==> src/rtl/intc_pkg.sv <==
package intc_pkg;

  typedef enum logic [1:0] {
    SEL_ARITH = 2'd0,
    SEL_MODE  = 2'd1,
    SEL_MASK  = 2'd2,
    SEL_NONE  = 2'd3
  } st_sel_e;

endpackage

==> src/rtl/intc_req.sv <==
module intc_req #(
  parameter int N_EXT = 3,
  parameter int N_INT = 5,
  localparam int NIRQ = N_EXT + N_INT
) (
  input  logic            clk,
  input  logic            rst_n,
  input  logic [N_EXT-1:0] ext_n,
  input  logic [N_INT-1:0] int_req,
  input  logic [N_EXT-1:0] edge_sel,
  input  logic            fc_wr,
  input  logic [NIRQ-1:0] fc_force,
  input  logic [NIRQ-1:0] fc_clear,
  input  logic [NIRQ-1:0] take,
  output logic [NIRQ-1:0] pend
);

  logic [NIRQ-1:0] lat_q;
  logic [NIRQ-1:0] set_ev;
  logic [NIRQ-1:0] clr_ev;

  assign clr_ev = fc_clear & {NIRQ{fc_wr}};

  for (genvar e = 0; e < N_EXT; e++) begin : g_ext
    logic s1_q, s2_q, prev_q;
    logic fall;

    always_ff @(posedge clk or negedge rst_n) begin
      if (!rst_n) begin
        s1_q   <= 1'b1;
        s2_q   <= 1'b1;
        prev_q <= 1'b1;
      end else begin
        s1_q   <= ext_n[e];
        s2_q   <= s1_q;
        prev_q <= s2_q;
      end
    end

    assign fall      = prev_q & ~s2_q;
    assign set_ev[e] = (edge_sel[e] & fall) | (fc_wr & fc_force[e]);
    assign pend[e]   = lat_q[e] | (~edge_sel[e] & ~s2_q);
  end

  for (genvar j = 0; j < N_INT; j++) begin : g_int
    assign set_ev[N_EXT+j] = int_req[j] | (fc_wr & fc_force[N_EXT+j]);
    assign pend[N_EXT+j]   = lat_q[N_EXT+j];
  end

  for (genvar b = 0; b < NIRQ; b++) begin : g_lat
    always_ff @(posedge clk or negedge rst_n) begin
      if (!rst_n)          lat_q[b] <= 1'b0;
      else if (clr_ev[b])  lat_q[b] <= 1'b0;
      else if (set_ev[b])  lat_q[b] <= 1'b1;
      else if (take[b])    lat_q[b] <= 1'b0;
    end

    AST_CLEAR_DROPS: assert property (@(posedge clk) disable iff (!rst_n)
      (fc_wr && fc_clear[b]) |=> !lat_q[b]);
  end

endmodule

==> src/rtl/intc_arb.sv <==
module intc_arb #(
  parameter int NIRQ = 8,
  parameter int AW   = 14,
  parameter logic [AW-1:0] VEC_BASE = 'h040,
  localparam int IW = (NIRQ > 1) ? $clog2(NIRQ) : 1
) (
  input  logic            clk,
  input  logic            rst_n,
  input  logic [NIRQ-1:0] pend,
  input  logic [NIRQ-1:0] mask,
  input  logic            glob_en,
  input  logic            nest,
  input  logic            rti,
  input  logic            ready,
  output logic            valid,
  output logic [AW-1:0]   vector,
  output logic            accept,
  output logic [NIRQ-1:0] take
);

  logic [NIRQ-1:0] isr_q;
  logic [NIRQ-1:0] cand, gnt, cur_oh;
  logic            idle, allowed;
  logic [IW-1:0]   idx;

  assign cand   = pend & mask & {NIRQ{glob_en}};
  assign gnt    = cand & (~cand + 1'b1);
  assign cur_oh = isr_q & (~isr_q + 1'b1);
  assign idle   = (isr_q == '0);

  always_comb begin
    if (nest) allowed = idle || (gnt < cur_oh);
    else      allowed = idle;
  end

  always_comb begin
    idx = '0;
    for (int i = 0; i < NIRQ; i++) begin
      if (gnt[i]) idx = IW'(i);
    end
  end

  assign valid  = (|gnt) & allowed & ~rti;
  assign vector = VEC_BASE + (AW'(idx) << 2);
  assign accept = valid & ready;
  assign take   = accept ? gnt : '0;

  always_ff @(posedge clk or negedge rst_n) begin
    if (!rst_n)      isr_q <= '0;
    else if (rti)    isr_q <= isr_q & ~cur_oh;
    else if (accept) isr_q <= isr_q | gnt;
  end

  AST_ONE_GRANT: assert property (@(posedge clk) disable iff (!rst_n)
    $onehot0(take));
  AST_SEQ_SOLO: assert property (@(posedge clk) disable iff (!rst_n)
    (accept && !nest) |-> (isr_q == '0));
  AST_NEST_RANK: assert property (@(posedge clk) disable iff (!rst_n)
    (accept && isr_q != '0) |-> (take < cur_oh));
  AST_RTI_QUIET: assert property (@(posedge clk) disable iff (!rst_n)
    rti |-> !accept);
  AST_MASK_GATE: assert property (@(posedge clk) disable iff (!rst_n)
    accept |-> (glob_en && ((take & mask) != '0)));

endmodule

==> src/rtl/intc_stack.sv <==
module intc_stack #(
  parameter int DW    = 40,
  parameter int DEPTH = 7,
  localparam int PW   = $clog2(DEPTH + 1)
) (
  input  logic          clk,
  input  logic          rst_n,
  input  logic          push,
  input  logic          pop,
  input  logic [DW-1:0] din,
  output logic [DW-1:0] top,
  output logic [PW-1:0] depth,
  output logic          ovf,
  output logic          unf
);

  logic [DW-1:0] mem [DEPTH];
  logic [PW-1:0] sp_q;
  logic          full, empty;

  assign full  = (sp_q == PW'(DEPTH));
  assign empty = (sp_q == '0);
  assign depth = sp_q;
  assign top   = empty ? '0 : mem[sp_q - 1'b1];

  always_ff @(posedge clk or negedge rst_n) begin
    if (!rst_n) begin
      sp_q <= '0;
      ovf  <= 1'b0;
      unf  <= 1'b0;
    end else if (pop) begin
      if (empty) unf  <= 1'b1;
      else       sp_q <= sp_q - 1'b1;
    end else if (push) begin
      if (full)  ovf  <= 1'b1;
      else       sp_q <= sp_q + 1'b1;
    end
  end

  always_ff @(posedge clk) begin
    if (push && !pop && !full) mem[sp_q] <= din;
  end

  AST_DEPTH_MAX: assert property (@(posedge clk) disable iff (!rst_n)
    sp_q <= PW'(DEPTH));
  AST_OVF_STICKY: assert property (@(posedge clk) disable iff (!rst_n)
    ovf |=> ovf);
  AST_UNF_STICKY: assert property (@(posedge clk) disable iff (!rst_n)
    unf |=> unf);
  AST_PUSH_POP_EXCL: assert property (@(posedge clk) disable iff (!rst_n)
    !(push && pop));

endmodule

==> src/rtl/intc_nest.sv <==
module intc_nest #(
  parameter int N_EXT = 3,
  parameter int N_INT = 5,
  parameter int SW    = 16,
  parameter int AW    = 14,
  parameter int DEPTH = 7,
  parameter logic [AW-1:0] VEC_BASE = 'h040,
  localparam int NIRQ = N_EXT + N_INT,
  localparam int DW   = 2 * SW + NIRQ,
  localparam int PW   = $clog2(DEPTH + 1)
) (
  input  logic             clk,
  input  logic             rst_n,
  input  logic [N_EXT-1:0] ext_irq_n,
  input  logic [N_INT-1:0] int_req,
  input  logic [N_EXT-1:0] sense_edge,
  input  logic             nest_mode,
  input  logic             glob_en,
  input  logic             fc_wr,
  input  logic [NIRQ-1:0]  fc_force,
  input  logic [NIRQ-1:0]  fc_clear,
  input  logic             st_wr_en,
  input  logic [1:0]       st_wr_sel,
  input  logic [SW-1:0]    st_wr_data,
  input  logic             rti,
  output logic             irq_valid,
  input  logic             irq_ready,
  output logic [AW-1:0]    irq_vector,
  output logic [SW-1:0]    astat,
  output logic [SW-1:0]    mstat,
  output logic [NIRQ-1:0]  imask,
  output logic [PW-1:0]    stk_depth,
  output logic             stk_ovf,
  output logic             stk_unf
);
  import intc_pkg::*;

  logic [NIRQ-1:0] pend, take;
  logic            accept;
  logic [SW-1:0]   astat_q, mstat_q;
  logic [NIRQ-1:0] imask_q;
  logic [DW-1:0]   stk_top;
  logic            restore;
  st_sel_e         sel;

  intc_req #(.N_EXT(N_EXT), .N_INT(N_INT)) u_req (
    .clk(clk), .rst_n(rst_n), .ext_n(ext_irq_n), .int_req(int_req),
    .edge_sel(sense_edge), .fc_wr(fc_wr), .fc_force(fc_force),
    .fc_clear(fc_clear), .take(take), .pend(pend)
  );

  intc_arb #(.NIRQ(NIRQ), .AW(AW), .VEC_BASE(VEC_BASE)) u_arb (
    .clk(clk), .rst_n(rst_n), .pend(pend), .mask(imask_q),
    .glob_en(glob_en), .nest(nest_mode), .rti(rti), .ready(irq_ready),
    .valid(irq_valid), .vector(irq_vector), .accept(accept), .take(take)
  );

  intc_stack #(.DW(DW), .DEPTH(DEPTH)) u_stk (
    .clk(clk), .rst_n(rst_n), .push(accept), .pop(rti),
    .din({astat_q, mstat_q, imask_q}), .top(stk_top),
    .depth(stk_depth), .ovf(stk_ovf), .unf(stk_unf)
  );

  assign restore = rti && (stk_depth != '0);
  assign sel     = st_sel_e'(st_wr_sel);

  always_ff @(posedge clk or negedge rst_n) begin
    if (!rst_n) begin
      astat_q <= '0;
      mstat_q <= '0;
      imask_q <= '0;
    end else if (restore) begin
      {astat_q, mstat_q, imask_q} <= stk_top;
    end else if (st_wr_en) begin
      case (sel)
        SEL_ARITH: astat_q <= st_wr_data;
        SEL_MODE:  mstat_q <= st_wr_data;
        SEL_MASK:  imask_q <= st_wr_data[NIRQ-1:0];
        default:   ;
      endcase
    end
  end

  assign astat = astat_q;
  assign mstat = mstat_q;
  assign imask = imask_q;

  AST_POP_RESTORE: assert property (@(posedge clk) disable iff (!rst_n)
    restore |=> ({astat_q, mstat_q, imask_q} == $past(stk_top)));
  AST_PUSH_GROW: assert property (@(posedge clk) disable iff (!rst_n)
    (accept && stk_depth < PW'(DEPTH)) |=> (stk_depth == $past(stk_depth) + 1'b1));
  AST_UNF_HOLD: assert property (@(posedge clk) disable iff (!rst_n)
    (rti && stk_depth == '0 && !st_wr_en) |=>
      ($stable(astat_q) && $stable(mstat_q) && $stable(imask_q) && stk_unf));
  AST_FULL_HOLD: assert property (@(posedge clk) disable iff (!rst_n)
    (accept && stk_depth == PW'(DEPTH)) |=> (stk_ovf && stk_depth == PW'(DEPTH)));

endmodule

==> config.mk <==
export PLATFORM = sky130hd
export DESIGN_NAME = intc_nest
export DESIGN_NICKNAME = d
export VERILOG_FILES = /design/src/rtl/intc_pkg.sv /design/src/rtl/intc_req.sv /design/src/rtl/intc_arb.sv /design/src/rtl/intc_stack.sv /design/src/rtl/intc_nest.sv
export SDC_FILE = /design/constraint.sdc
export NUM_CORES = 1
export LEC_CHECK = 0
export CORE_UTILIZATION = 45
export CTS_CLUSTER_DIAMETER = 30
export CTS_CLUSTER_SIZE = 40
export DETAILED_ROUTE_END_ITERATION = 10
export PLACE_DENSITY = 0.69
export SYNTH_ARGS = -nofsm -noshare
export SYNTH_HDL_FRONTEND = slang
export SYNTH_HIERARCHICAL = 1
export SYNTH_SLANG_ARGS = --single-unit
export TNS_END_PERCENT = 100
==> constraint.sdc <==
create_clock -name clk -period 11.1 [get_ports clk]
set_input_delay 2.775 -clock clk [delete_from_list [all_inputs] [get_ports clk]]
set_output_delay 2.775 -clock clk [all_outputs]
set_load 0.03 [all_outputs]
# Word level (Yosys, flattened, before mapping)
# Memory sizes are Yosys's and may differ from the RTL's.
# Index checks and enable logic that the tools add are counted.
# Widths: inputs -> output; s select.
# word_totals
n_memories,1
ramBits,280
register_bits,70
# op_classes
n_reduce_logical,30
eq_ne,5
n_bitwise,48
order_cmp,1
addsub,5
n_mux,51
# mem_list
memory,depth,word_bits,rd,rd_ports_with_merged_regs,wr,line,source
u_stk.mem,7,40,1,0,1,intc_stack.sv:17,logic [DW-1:0] mem [DEPTH];
# op_table
op,count
$mux 16,6
$and 8x8->8,6
$mux 8,6
$mux 40,1
$mux 3,10
$mux 1,28
$reduce_bool 3->1,9
$not 8->8,3
$and 1x1->1,20
$add 8x1->8 const B,2
$or 1x1->1,11
$reduce_bool 2->1,5
$add 7x5->8 const A,1
$logic_not 8->1,1
$lt 8x8->1,1
$or 8x8->8,1
$reduce_and 2->1,4
$reduce_or 8->1,1
$not 1->1,7
$reduce_and 3->1,2
$ne 2x2->1 const B,2
$add 3x1->3 const B,1
$eq 3x3->1 const B,1
$logic_and 1x1->1,3
7 further kinds,8

# Logic depth before layout (Yosys ltp)
# Gate-level depths: netlist of the first run.
# depth
ltp_word,18
mapped_depth,15
ltp_nobuf,15

# Hierarchy
# Netlist of the first run, hierarchy kept.
# modules_own_cells
mod,cells_per_inst,n_inst,area_each_um2
intc_stack,554,1,10951.8
intc_nest,177,1,1990.7
intc_arb,124,1,949.7
intc_req,54,1,705.7

# Worst setup path before layout of the first run
# No wires, ideal clock.
# synth_path
path_kind,input-to-reg
from,in sense_edge[2]
to,"mem u_stk.mem[1][0], enable pin"
path_buffers,0
t_arrival_ps,8198
setup_slack_ps,2415
cell_stages,13
setup_ps,487
path_cell_list,o21bai_1 a222oi_1 nand2_1 nor4b_2 ha_1 and4_1 mux2_4 o211ai_4 nand3_2 nor2_1 nor3b_1 nand2_1 nor3_1
# synth_between
elab_chain_len,18
word_cells_on_any_way,19
# synth_rtl
item,line,source
"start, declared",intc_nest.sv:16,"input logic [N_EXT-1:0] sense_edge,"
$not 1->1 *,intc_req.sv:42,assign pend[e] = lat_q[e] | (~edge_sel[e] & ~s2_q);
$and 1x1->1 *,intc_req.sv:42,
$or 1x1->1 *,intc_req.sv:42,
$and 8x8->8 * (2 in series),intc_arb.sv:26,assign cand = pend & mask & {NIRQ{glob_en}};
$not 8->8,intc_arb.sv:27,assign gnt = cand & (~cand + 1'b1);
$add 8x1->8,intc_arb.sv:27,
$and 8x8->8 *,intc_arb.sv:27,
$lt 8x8->1,intc_arb.sv:32,if (nest) allowed = idle || (gnt < cur_oh);
$logic_or 1x1->1,intc_arb.sv:32,
$mux 1,intc_arb.sv:32,
$and 1x1->1 * (2 in series),intc_arb.sv:43,assign valid = (|gnt) & allowed & ~rti;
$and 1x1->1 *,intc_arb.sv:45,assign accept = valid & ready;
net accept,intc_nest.sv:39,logic accept;
$logic_and 1x1->1 * (2 in series),intc_stack.sv:41,if (push && !pop && !full) mem[sp_q] <= din;
$mux 1 *,intc_stack.sv:41,
$mux 1 (implied by the code) *,intc_stack.sv:41,
"end, declared",intc_stack.sv:17,
# The timed path passes the listed nets; every way through them passes the cells marked *.

# Worst setup path after layout of the first run
# layout_path
from,in sense_edge[2]
to,out irq_valid
# layout_between
elab_chain_len,13
word_cells_on_any_way,14
# layout_rtl
item,line,source
$not 1->1 *,intc_req.sv:42,
$and 1x1->1 *,intc_req.sv:42,
$or 1x1->1 *,intc_req.sv:42,
net pend[2],intc_nest.sv:38,"logic [NIRQ-1:0] pend, take;"
$and 8x8->8 * (2 in series),intc_arb.sv:26,
$not 8->8,intc_arb.sv:27,
$add 8x1->8,intc_arb.sv:27,
$and 8x8->8 *,intc_arb.sv:27,
$lt 8x8->1,intc_arb.sv:32,
$logic_or 1x1->1,intc_arb.sv:32,
$mux 1,intc_arb.sv:32,
$and 1x1->1 * (2 in series),intc_arb.sv:43,
"end, declared",intc_nest.sv:26,"output logic irq_valid,"
# Marked as above.

==> impl_results.md, run 1 <==
* Clock buffer count from CTS at 61
* Synth Flop Type: edfxtp_1
* Initial DRC count at 586
* CTS max path bufs at 3
* RSZ-0062 raised after global routing: false
* RePlAce Congestion at 0.886
* Via density at 5.65
* Max_slew headroom at 0.266
* Crit path max fanout at 5
* Synth area leaders: edfxtp_1, dfrtp_1, mux4_2
* Clk_lat worst skew at 580 ps
* Syn Inst Count at between 900 and 1k
* Worst Path Required at about 8300 ps
* Yosys top cell by area: edfxtp_1
* Port-buffer cells at between 100 and 150
* Final Hold Fails at 0
* # clock sinks at 350
* Crit. path cell count at 12
* IO Pins at between 100 and 150
* Worst setup EP type: primary output
* DP Area at 15,900 µm²
* Design Power at approximately 0.0055 W
* Buf/Inv on CP at 2
* MaxCap Viol Count at 0
* Setup Fix Bufs, Post-CTS at 0
* Fin nets at 1,095
* Final ANT Viol Nets at 0
* Avg WL per Cell at between 20 and 25 µm
* Post-synthesis sequential area ratio at 0.697
* Outcome: completed
* Rows at 65
* Cell with the most instances after synthesis: edfxtp_1
* Final instance area at 18,000 µm²
* GRT Overall Usage at 0.197
* Max-slew violations at 0
* Share of synthesized flip-flops with an asynchronous set or reset at 0.200
* First-pass GRT wire length at 49,400 µm
* Maximum vdd drop at between 200 and 300 µV
* Initial antenna violation count at 0
* CP arrival at 6520 ps
* Synth warnings at 6
* Root Driver: clkbuf_16
* Number of synthesized flops with an enable pin at 280
* Synth top cells by count: edfxtp_1, nor2_1, mux2i_1
* Clock skew at roughly 22 ps
* TNS Setup at 0 ps
* CTS tree: built
* Antenna cell count at 0
* Cell Area, Synth at roughly 15,000 µm²
* Share of the synthesized area in the top cell type at 0.576
* Placeable Area at between 30,000 and 40,000 µm²
* Area growth syn-to-layout at 23.2%
* Kind of critical path: in2out
* Die width at 182 µm
* DR DRC count at 0
* Post-layout min period at 9300 ps
* Starting Density at 0.460
* Worst-Margin Slew at 1100 ps
* Startpoint types: input pin
* Clock transition time at the flip-flop clock pins of the worst setup and hold paths at 50 ps
* Die Y-Extent at 182 µm
* Layout cell share with drive strength beyond 1 at 0.193
* Worst hold path type: reg2reg
* Routed WL at 31,700 µm
* Final setup viols at 0
* Power density cells at 306 nW/µm²
* CP max stage cell: clkdlybuf4s50_1
* Setup WS post-layout at 1800 ps
* Max H-tree Level at 2
* Largest net degree at the start of global routing at 94
* Final design utilization at 0.567
* DR vias at 8,403
* GR Overflow Total at 0
* Mean Syn Cell Area at 16.1 µm²
* PostCTS Resize Cnt at 0
* Delay-heaviest family, CP: buffers and inverters
* Number of global-route vias before repair at around 8.7k
* Critical path cell sequence: clkdlybuf4s50_1, o21bai_1, a222oi_1, nand2_1, nor4b_2, ha_1, and4_1, mux2_4, o21ai_0, a21boi_0, nor2_1, clkdlybuf4s50_1
* Pre-Repair DR Iteration Count at 4
* Leak pwr at ~6.6 nW
* Hold buffers post-CTS at 0
* Netlist cell types at 62
* DIE AREA at 33,200 µm²
* Fmax at 108 MHz
* WHS Path Cells at 0
* Yosys reg bits at 350
* Period utilization at 0.838
* Most frequent cell on the critical path: clkdlybuf4s50_1
* Worst slack at placement at 1860 ps
* Hpwl dp at 17,600 µm
* Slowest stage delay, CP at 680 ps
* Register-to-Register Path Depth at 14
[per-stage QoR]
step,hold WS [ps],instances
final,351,1488
after global routing,356,1488
after CTS,353,1488
after detailed placement,347,1372
after global placement,346,1372
after floorplan,345,918
[report_power, final]
part | total [W] | leakage, nW | switching, W | internal [W]
combinational | 0.00169 | 2.25 | 0.000947 | 0.000741
clock | 0.00186 | 1.03 | 0.000619 | 0.00124
sequential | 0.00196 | 3.32 | 0.000262 | 0.00169
[flip-flops by register name (all words and copies together), names as in the netlist]
| name | cells |
|---|---|
| mstat | 16 |
| u_req/g_ext.s2_q | 3 |
| u_req/pend | 5 |
| u_stk/mem | 280 |
| u_req/g_ext.prev_q | 3 |
| u_req/g_ext.s1_q | 3 |
| u_stk/unf | 1 |
| astat | 16 |
| u_stk/depth | 3 |
| imask | 8 |
| u_stk/ovf | 1 |
| u_req/lat_q | 3 |
| u_arb/isr_q | 8 |
[placed cells by master (no fill, tap or decap), drive strengths merged, types with 11 or more instances in the layout]
master         count
clkdlybuf4s50    100
clkbuf            79
mux4              40
clkinv            20
conb              11
mux2i             81
nand2             25
buf               16
a21oi             88
dfrtp             61
nor2              97
edfxtp           280
nand2b            11
a22o              40
inv               15
[layer usage]
metal / share of wire / global-route usage / vias up
met1: 0.42 / 0.262 / 4257
met2: 0.48 / 0.323 / 316
met5: 0 / 0 / -
li1: - / - / 3772
met3: 0.067 / 0.0397 / 58
met4: 0.026 / 0.0713 / 0
[worst paths after layout]
kind                                          startpoint                            end  slack, ps
setup / recovery                           sense_edge[2]                      irq_valid       1800
hold / removal             u_req/g_ext[1].s1_q$_DFF_PN1_  u_req/g_ext[1].s2_q$_DFF_PN1_        350
max in group asynchronous                          rst_n           astat[6]$_DFFE_PN0P_       7940
min in group asynchronous                          rst_n     u_arb/isr_q[6]$_DFFE_PN0P_       2180
hold reg to reg            u_req/g_ext[1].s1_q$_DFF_PN1_  u_req/g_ext[1].s2_q$_DFF_PN1_        350
setup reg to reg           u_req/g_ext[2].s2_q$_DFF_PN1_      u_stk/mem[1][4]$_DFFE_PP_       5660
[worst reg2reg max path, delay by kind of cell, from the launching register on]
family,cells,cell delay [ps]
AOI/OAI and AO/OA,3,870
adders and majority gates,1,320
buffers and inverters,1,620
DFF,1,530
muxes,1,280
and+or+nand+nor,8,2400
[cell type report]
type,count,area (µm²)
fill,2450,13700
sequential,350,10200
multi-input combinational,495,4050
clock buffer,79,1660
timing repair buffer,116,1120
tap,402,503
clock inverter,37,449
inverter,9,33.8
[cells by family after synthesis]
family	after synthesis	synth area share
flops	350	0.697
other cells	2	0.000514
fa+ha+maj	9	0.00771
compound gates	172	0.0831
mux	122	0.118
simple gates	179	0.0590
buf+inv	73	0.0335
xor+xnor	2	0.00120
Power figures use the tool's default switching activity.
==> run 2, diff against run 1 <==
--- a/config.mk
+++ b/config.mk
@@ -9,7 +9,7 @@
 export CTS_CLUSTER_DIAMETER = 30
 export CTS_CLUSTER_SIZE = 40
 export DETAILED_ROUTE_END_ITERATION = 10
-export PLACE_DENSITY = 0.69
+export PLACE_DENSITY = 0.72
 export SYNTH_ARGS = -nofsm -noshare
 export SYNTH_HDL_FRONTEND = slang
 export SYNTH_HIERARCHICAL = 1
==> constraint.sdc (replaced) <==
create_clock -name clk -period 8.4 [get_ports clk]
set_input_delay 2.1 -clock clk [delete_from_list [all_inputs] [get_ports clk]]
set_output_delay 2.1 -clock clk [all_outputs]
set_load 0.03 [all_outputs]
==> run 2 against run 1 <==
Worst setup slack lost 1500 ps. Global-route usage grew 0.24 points. Cell area grew 0.40%. Power grew 33%. Clock power grew 35%. Highest routed layer unchanged.
==> impl_results.md, run 2 (synthesis results as in run 1) <==
* Die width at 182 µm
* CP arrival at approximately 6000 ps
* Layout cell share with drive strength beyond 1 at 0.200
* Clock buffer count from CTS at 60
* Most common cell after layout, fill and taps aside: edfxtp_1
* Routed WL at 32,100 µm
* CTS max path bufs at 3
* Clock skew at 19.4 ps
* Kind of critical path: in2out
* Filler cells at 2,406
* Period utilization at 0.963
* Avg WL per Cell at 21.6 µm
* Most flop-heavy register: u_stk/mem
* Antenna cell count at 0
* Clock transition time at the flip-flop clock pins of the worst setup and hold paths at 50 ps
* Buf/Inv on CP at 2
* Max_slew headroom at 0.325
* Worst R2R Setup Slack at 3170 ps
* Crit path max fanout at 5
* Startpoint types: input pin
* Maximum vdd drop at 289 µV
* Final ANT Viol Nets at 0
* Number of global-route vias before repair at a little under 9k
* Power density cells at 406 nW/µm²
* First-pass GRT wire length at 50,200 µm
* Initial DRC count at 625
* Register-to-Register Path Depth at 15
* Largest net degree at the start of global routing at 81
* IO Pins at 113
* WHS at 354 ps
* PostCTS Resize Cnt at 0
* Outcome: completed
* Leak pwr at 6.60 nW
* Worst Path Required at 6300 ps
* Via density at 5.70
* DR DRC count at 0
* Starting Density at 0.460
* Min-delay src: u_req/g_ext[2].s1_q$_DFF_PN1_
* Worst hold path type: reg2reg
* MaxCap Viol Count at 0
* FF-to-FF Start: u_req/g_ext[2].s2_q$_DFF_PN1_
* Worst Hold End: u_req/g_ext[2].s2_q$_DFF_PN1_
* Fmax at about 120 MHz
* Root Driver: clkbuf_16
* Critical path cell sequence: clkdlybuf4s50_1, o21bai_1, a222oi_1, nand2_1, nor4b_2, ha_1, and4_1, mux2_4, o21ai_0, a21boi_0, nor2_1, clkdlybuf4s50_1
* WHS Path Cells at 0
* Slowest stage delay, CP at 680 ps
* Clk_lat worst skew at 580 ps
* Worst setup EP type: primary output
* Final Hold Fails at 0
* Setup Fix Bufs, Post-CTS at 0
* Post-layout min period at just over 8000 ps
* Final design utilization at 0.569
* Fin nets at 1,096
* RSZ-0062 raised after global routing: false
* TNS Setup at 0 ps
* # clock sinks at between 300 and 400
* Hpwl dp at around 18,000 µm
* Reg2reg end: u_stk/mem[1][15]$_DFFE_PP_
* Max H-tree Level at 2
* CP max stage cell: clkdlybuf4s50_1
* Delay-heaviest family, CP: buffers and inverters
* Placeable Area at 31,700 µm²
* Most frequent cell on the critical path: clkdlybuf4s50_1
* Port-buffer cells at ~100
* Commonest non-fill, non-tap cells in the layout: edfxtp_1, clkdlybuf4s50_1, nor2_1
* Die Y-Extent at about 180 µm
* GR Overflow Total at 0
* Final setup viols at 0
* Rows at 65
* Worst-Margin Slew at between 1000 and 1500 ps
* CP startpoint: sense_edge[2]
* Pre-Repair DR Iteration Count at 5
* Area growth syn-to-layout at 23.7%
* Initial antenna violation count at 0
* DR vias at 8,479
* Hold buffers post-CTS at 0
* Max-slew violations at 0
* RePlAce Congestion at 0.872
* Design Power at 0.00733 W
* CTS tree: built
* GRT Overall Usage at 0.200
* Max FFs per register at 280
* DIE AREA at 33,200 µm²
-- run 2: cell count changes in the layout (fill, tap and decap cells not counted), moves of 2 or more --
cell | previous run | this run
clkbuf_16 | 63 | 60
clkbuf_8 | 2 | 6
clkinv_8 | 1 | 3
clkbuf_1 | 14 | 6
clkinvlp_4 | 3 | 8
clkinv_2 | 12 | 7
bufinv_16 | 8 | 10
clkinv_4 | 4 | 6
-- run 2: cell type report --
cell class / count / area, µm² / area share
repair buffers: 118 / 1150 / 0.0636
clock inverters: 41 / 543 / 0.0301
flip-flops and latches: 350 / 10200 / 0.564
inverters: 9 / 33.8 / 0.00187
multi-input cells: 495 / 4050 / 0.224
clock buffers: 72 / 1610 / 0.0890
well taps: 402 / 503 / 0.0279
-- run 2: how the worst max path moves through the flow --
| stage | to | slack (ps) | cells after the start |
|---|---|---|---|
| floorplan | u_stk/mem[1][0]$_DFFE_PP_ | 390 | 13 |
| global placement | irq_valid | 550 | 12 |
| detailed placement | irq_valid | 430 | 12 |
| CTS | irq_valid | 330 | 12 |
| global route | irq_valid | 30 | 12 |
| finish | irq_valid | 310 | 12 |
-- run 2: metal layers --
| layer | global-route usage | part of all wire |
|---|---|---|
| met1 | 0.269 | 0.42 |
| met3 | 0.0359 | 0.069 |
| met2 | 0.328 | 0.49 |
| met5 | 0 | 0 |
| met4 | 0.0692 | 0.023 |
-- run 2: worst register-to-register path, cell delays in order (launching register included) --
cell	delay (ps)
dfstp_2	530
o21bai_1	130
a222oi_1	630
nand2_1	200
nor4b_2	550
ha_1	360
inv_1	70
a31oi_1	50
a21oi_1	310
a21o_2	180
nand3_2	190
nor2_1	200
nor3b_1	390
nand2_1	240
nor3_2	540
buf_12	330
-- run 2: where the power goes --
part           leakage, nW  internal [W]  switching (W)
Clock                 1.03       0.00168       0.000841
Combinational         2.26      0.000977        0.00123
Sequential            3.32       0.00224       0.000366
-- run 2: stage by stage --
step                area (µm²)  instances  worst slack, ps
floorplan                14600        918              390
global placement         15900       1374              554
detailed placement       15900       1374              430
CTS                      18100       1487              334
global route             18100       1487             30.1
finish                   18100       1487              307
